==> src/rtl/hamm15_serial_codec.sv <==
`timescale 1ns/1ps
module hamm15_serial_codec #(
  parameter int N = 15,
  parameter int P = 4,
  parameter logic [P-1:0] GLOW = 4'b0011,
  parameter logic [P-1:0] TOPSYN = 4'b1001
)(
  input  logic clk,
  input  logic rst_n,
  input  logic enc_valid,
  input  logic enc_start,
  input  logic enc_din,
  output logic enc_out_valid,
  output logic enc_out_first,
  output logic enc_out_bit,
  input  logic dec_valid,
  input  logic dec_start,
  input  logic dec_din,
  output logic dec_out_valid,
  output logic dec_out_first,
  output logic dec_out_bit,
  output logic dec_fixed,
  output logic dec_fail
);
  localparam int K  = N - P;
  localparam int CW = $clog2(N + 1);

  // encoder
  logic [CW-1:0] e_cnt, e_idx;
  logic [P-1:0]  e_rem, e_base;
  logic          e_msg, e_fb;

  assign e_idx  = enc_start ? '0 : e_cnt;
  assign e_base = (e_idx == '0) ? '0 : e_rem;
  assign e_msg  = e_idx < CW'(K);
  assign e_fb   = e_msg & (enc_din ^ e_base[P-1]);

  always_ff @(posedge clk or negedge rst_n) begin
    if (!rst_n) begin
      e_cnt <= '0;
      e_rem <= '0;
      enc_out_valid <= 1'b0;
      enc_out_first <= 1'b0;
      enc_out_bit   <= 1'b0;
    end else begin
      enc_out_valid <= enc_valid;
      enc_out_first <= enc_valid && (e_idx == '0);
      if (enc_valid) begin
        enc_out_bit <= e_msg ? enc_din : e_base[P-1];
        e_rem <= {e_base[P-2:0], 1'b0} ^ (GLOW & {P{e_fb}});
        e_cnt <= (e_idx == CW'(N-1)) ? '0 : e_idx + 1'b1;
      end
    end
  end

  p_parity_drain_r2: assert property (@(posedge clk) disable iff (!rst_n)
    (enc_valid && e_idx == CW'(N-1)) |=> (e_rem == '0));
  p_first_valid_r3: assert property (@(posedge clk) disable iff (!rst_n)
    enc_out_first |-> enc_out_valid);

  // decoder intake
  logic [CW-1:0] d_cnt, d_idx;
  logic [N-2:0]  d_buf;
  logic [P-1:0]  d_syn, d_base, d_syn_nx;
  logic          d_load;

  assign d_idx    = dec_start ? '0 : d_cnt;
  assign d_base   = (d_idx == '0) ? '0 : d_syn;
  assign d_syn_nx = {d_base[P-2:0], dec_din} ^ (GLOW & {P{d_base[P-1]}});
  assign d_load   = dec_valid && (d_idx == CW'(N-1));

  // decoder output stage
  logic [CW-1:0] o_cnt;
  logic [N-1:0]  o_buf;
  logic [P-1:0]  o_syn, o_syn_nx;
  logic          o_act, o_hit, o_fixacc;

  assign o_act    = o_cnt != '0;
  assign o_hit    = o_act && (o_syn == TOPSYN);
  assign o_syn_nx = {o_syn[P-2:0], o_hit} ^ (GLOW & {P{o_syn[P-1]}});

  always_ff @(posedge clk or negedge rst_n) begin
    if (!rst_n) begin
      d_cnt <= '0;
      d_syn <= '0;
      d_buf <= '0;
      o_cnt <= '0;
      o_buf <= '0;
      o_syn <= '0;
      o_fixacc <= 1'b0;
      dec_out_valid <= 1'b0;
      dec_out_first <= 1'b0;
      dec_out_bit   <= 1'b0;
      dec_fixed     <= 1'b0;
      dec_fail      <= 1'b0;
    end else begin
      dec_out_valid <= o_act;
      dec_out_first <= o_cnt == CW'(N);
      dec_out_bit   <= o_buf[N-1] ^ o_hit;
      dec_fixed     <= (o_cnt == CW'(1)) && (o_fixacc || o_hit);
      dec_fail      <= (o_cnt == CW'(1)) && (o_syn_nx != '0);
      if (dec_valid) begin
        d_cnt <= d_load ? '0 : d_idx + 1'b1;
        d_syn <= d_syn_nx;
        d_buf <= {d_buf[N-3:0], dec_din};
      end
      if (d_load) begin
        o_buf <= {d_buf, dec_din};
        o_syn <= d_syn_nx;
        o_cnt <= CW'(N);
        o_fixacc <= 1'b0;
      end else if (o_act) begin
        o_buf <= {o_buf[N-2:0], 1'b0};
        o_syn <= o_syn_nx;
        o_cnt <= o_cnt - 1'b1;
        o_fixacc <= o_fixacc || o_hit;
      end
    end
  end

  p_load_spacing_r9: assert property (@(posedge clk) disable iff (!rst_n)
    d_load |-> (o_cnt <= CW'(1)));
  p_hit_clears_r7: assert property (@(posedge clk) disable iff (!rst_n)
    (o_hit && !d_load) |=> (o_syn == '0));
  p_first_valid_r5: assert property (@(posedge clk) disable iff (!rst_n)
    dec_out_first |-> dec_out_valid);
  p_fixed_on_word_r7: assert property (@(posedge clk) disable iff (!rst_n)
    dec_fixed |-> (dec_out_valid && !dec_out_first));
  p_no_fail_r8: assert property (@(posedge clk) disable iff (!rst_n)
    !dec_fail);
endmodule

==> config.mk <==
export PLATFORM = sky130hd
export DESIGN_NAME = hamm15_serial_codec
export DESIGN_NICKNAME = d
export VERILOG_FILES = /design/src/rtl/hamm15_serial_codec.sv
export SDC_FILE = /design/constraint.sdc
export NUM_CORES = 1
export LEC_CHECK = 0
export BUFFER_PORTS_ARGS = -buffer_cell sky130_fd_sc_hd__buf_2
export CELL_PAD_IN_SITES_DETAIL_PLACEMENT = 1
export CELL_PAD_IN_SITES_GLOBAL_PLACEMENT = 2
export CORE_ASPECT_RATIO = 2
export CORE_MARGIN = 10
export CORE_UTILIZATION = 35
export DETAILED_ROUTE_END_ITERATION = 6
export GPL_TIMING_DRIVEN = 0
export MAX_ROUTING_LAYER = met4
export PLACE_DENSITY_LB_ADDON = 0.2
export SLEW_MARGIN = 20
export SYNTH_ARGS = -nofsm -noshare
export SYNTH_HDL_FRONTEND = slang
export SYNTH_SLANG_ARGS = --single-unit
export TNS_END_PERCENT = 20
==> constraint.sdc <==
create_clock -name clk -period 1.75 [get_ports clk]
set_input_delay 0.175 -clock clk [delete_from_list [all_inputs] [get_ports clk]]
set_output_delay 0.175 -clock clk [all_outputs]
set_load 0.05 [all_outputs]
==> run metrics <==
Routed Wire Length=6.68 mm; Critical Path End Type=flip-flop; FMAX=587 MHz; RD Place Congestion=0.750; met3 Use GR=0.0297; max cap viols=0; initial antenna violation count=0; largest net degree at the start of global routing=56; Power Total=0.00524 W; crit path time final=1.70 ns; synth unique cells=40; Tot GR Track Use=0.120; pre-CTS setup slack=-0.152 ns; reg2reg end=o_syn[0]; Sink Count=62; Ant. Diodes=0; Synth Flop Type=dfrtp_1; largest cells by area after synthesis=dfrtp_1 55%, nand2_1 5.7%, mux2_2 5.6%, a31oi_1 4.0%, nor2_1 3.6%; Required @ worst endpoint=1.95 ns; Seq/Total Area, Yosys=0.546; core area=0.00794 sq mm; Setup violations, final=0; Crit path arrival time=1.90 ns; PortBufs=14; Bufs on Longest Clock Path=2; drt drc=0; LEAKAGE=1.60 nW; syn nets=296; met1 Track Usage GR=0.117; critical path class=reg -> reg; R2R Setup Slk=0.05 ns; fraction of registers with async set/reset=1.00; Final Skew=0.00646 ns; Hold EP=o_buf[0]; Syn Inst Count=282; CP startpoint kind=flip-flop; cell taking the most area after synthesis=dfrtp_1; WL/cell=15.9 um; effective utilization at floorplan=0.357; crit path max fanout=7; H-tree Lvls=3; die width=83.7 um; Nets=332; min-delay src=dec_din; Pins Over Slew Limit=0; synthesized area=0.00284 sq mm; die area=0.0123 sq mm; met2 usage=0.217; Root Driver=clkbuf_16; Layout Area Growth over Synthesis=23.4%; GRT busiest layer=met2; Hold Fails Final Rpt=0; Power Dens Cells=1500 mW/mm^2; Synth top cells by count=62 x dfrtp_1, 43 x nand2_1, 27 x nor2_1, 18 x a31oi_1, 17 x inv_1; GR Overflow Total=0; Post-DRT Antenna Nets=0; most numerous cell in the Yosys netlist=dfrtp_1; HPWL after DPL=4.79 mm; final worst-path cycle share=0.973; Num CTS Buffers=9; synthesized flop and latch total=62; EDFF count, synth=0; vias in the first global route=2443; Final WS setup=0.0477 ns; first drt pass iteration count=2; DRT iter0 DRCs=94; Rows=46; TritonCTS clock tree=built; clk_lat worst skew=0.33 ns; unrepaired setup endpoints after global routing=yes; hold depth=3; Synth Warn #=0; Clock transition at path regs=0.05 ns; Syn Area/Cell=10.1 sq um; R2R depth=8; layout cells sized above 1=0.248; outcome=completed; Die Span Y=147 um; filler cell count=913; top cell type's share of synthesized area=0.546; max_slew headroom=0.640; Reg-to-Reg Start=d_cnt[1]; boundary pin count=16; first-pass GRT wire length=11.8 mm; via count=2169; Hold Crit Class=in -> reg; Worst-Margin Slew=0.540 ns; maximum vdd drop=0.589 mV; vias per cell=5.18; Final Util=0.441
## registers in the layout (all words and copies together), names as in the netlist
signal,count
enc_out_first,1
dec_fail,1
enc_out_bit,1
d_syn,4
e_rem,4
o_buf,15
e_cnt,4
d_buf,14
d_cnt,4
o_syn,4
dec_out_valid,1
o_cnt,4
dec_out_bit,1
enc_out_valid,1
dec_out_first,1
dec_fixed,1
o_fixacc,1
## kinds of logic after synthesis
family,share of synthesized area
and+or+nand+nor,0.161
AOI/OAI and AO/OA,0.130
muxes,0.0643
xor gates and xnor gates,0.0185
buffers and inverters,0.0538
DFF,0.546
adders and majority gates,0.0264
## worst max path at each step
stage / from / cells past startpoint / slack [ns] / end
floorplan: d_cnt[0] / 9 / 0.03 / o_cnt[3]
global placement: d_cnt[0] / 10 / -0.14 / o_syn[0]
detailed placement: d_cnt[0] / 10 / -0.15 / o_syn[0]
CTS: d_cnt[0] / 9 / 0.01 / o_buf[0]
global route: d_cnt[1] / 8 / -0.007 / o_syn[0]
finish: d_cnt[1] / 8 / 0.05 / o_syn[0]
## layout make-up
cell class	instances	area (sq um)	area share
repair buffers	26	188	0.0536
clock buffers	12	256	0.0732
inverters	18	70.1	0.0200
multi-input cells	187	1180	0.336
well taps	96	120	0.0343
clock inverters	4	45.0	0.0129
plain buffers	14	93.8	0.0268
flip-flops and latches	62	1550	0.443
## report_power, final
part           internal (W)  leakage [nW]  switching [W]  total, W
clock network       0.00117         0.152       0.000613   0.00178
registers           0.00180         0.786       0.000329   0.00213
logic              0.000558         0.660       0.000769   0.00133
total               0.00353          1.60        0.00171   0.00524
## metal layers
metal,part of all wire,wire length (um)
met1,0.38,2570
met2,0.57,3820
met3,0.024,157
met4,0.020,133
met5,0,0
## metrics by stage
stage / hold WS, ns / setup TNS (ns) / instance area, sq um / cells
6_report: 0.108 / 0 / 3500 / 419
5_1_grt: 0.122 / -0.00720 / 3500 / 419
4_1_cts: 0.0949 / 0 / 3430 / 416
3_5_place_dp: 0.0133 / -3.09 / 3060 / 393
3_3_place_gp: 0.296 / -2.64 / 3030 / 392
2_1_floorplan: -0.121 / 0 / 2840 / 282
## placed cells by master, fill, tap and decap left out, types with 3 or more instances in the layout
cell type | Yosys | final
dfrtp_1 | 62 | 62
nand2_1 | 43 | 43
nor2_1 | 27 | 26
a31oi_1 | 18 | 18
a21oi_1 | 16 | 16
buf_2 | 8 | 16
buf_4 | 1 | 14
mux2_2 | 14 | 14
inv_1 | 17 | 12
nand3_1 | 10 | 10
o21ai_0 | 10 | 10
clkbuf_16 | 0 | 9
o22ai_1 | 6 | 6
inv_2 | 1 | 5
clkbuf_1 | 4 | 5
xnor2_1 | 4 | 4
ha_1 | 6 | 4
nand2b_1 | 3 | 3
buf_6 | 2 | 3
nor3_1 | 3 | 3
clkinv_2 | 0 | 3
## worst max-delay path: stages, from the launching register on
cell and delay, ns:
dfrtp_1 0.41, nand2b_1 0.14, inv_2 0.07, ha_4 0.15, and4b_2 0.28, and2_4 0.17, buf_6 0.13, a221oi_2 0.16
a21oi_1 0.06
## what timing repair did
action                     CTS  global route
setup endpoints to repair   26            28
setup buffers                6             3
pin swaps                    1             1
hold buffers                 2             0
hold endpoints to repair    63             0
resized for setup            6            18
(Power assumes the default switching activity.)
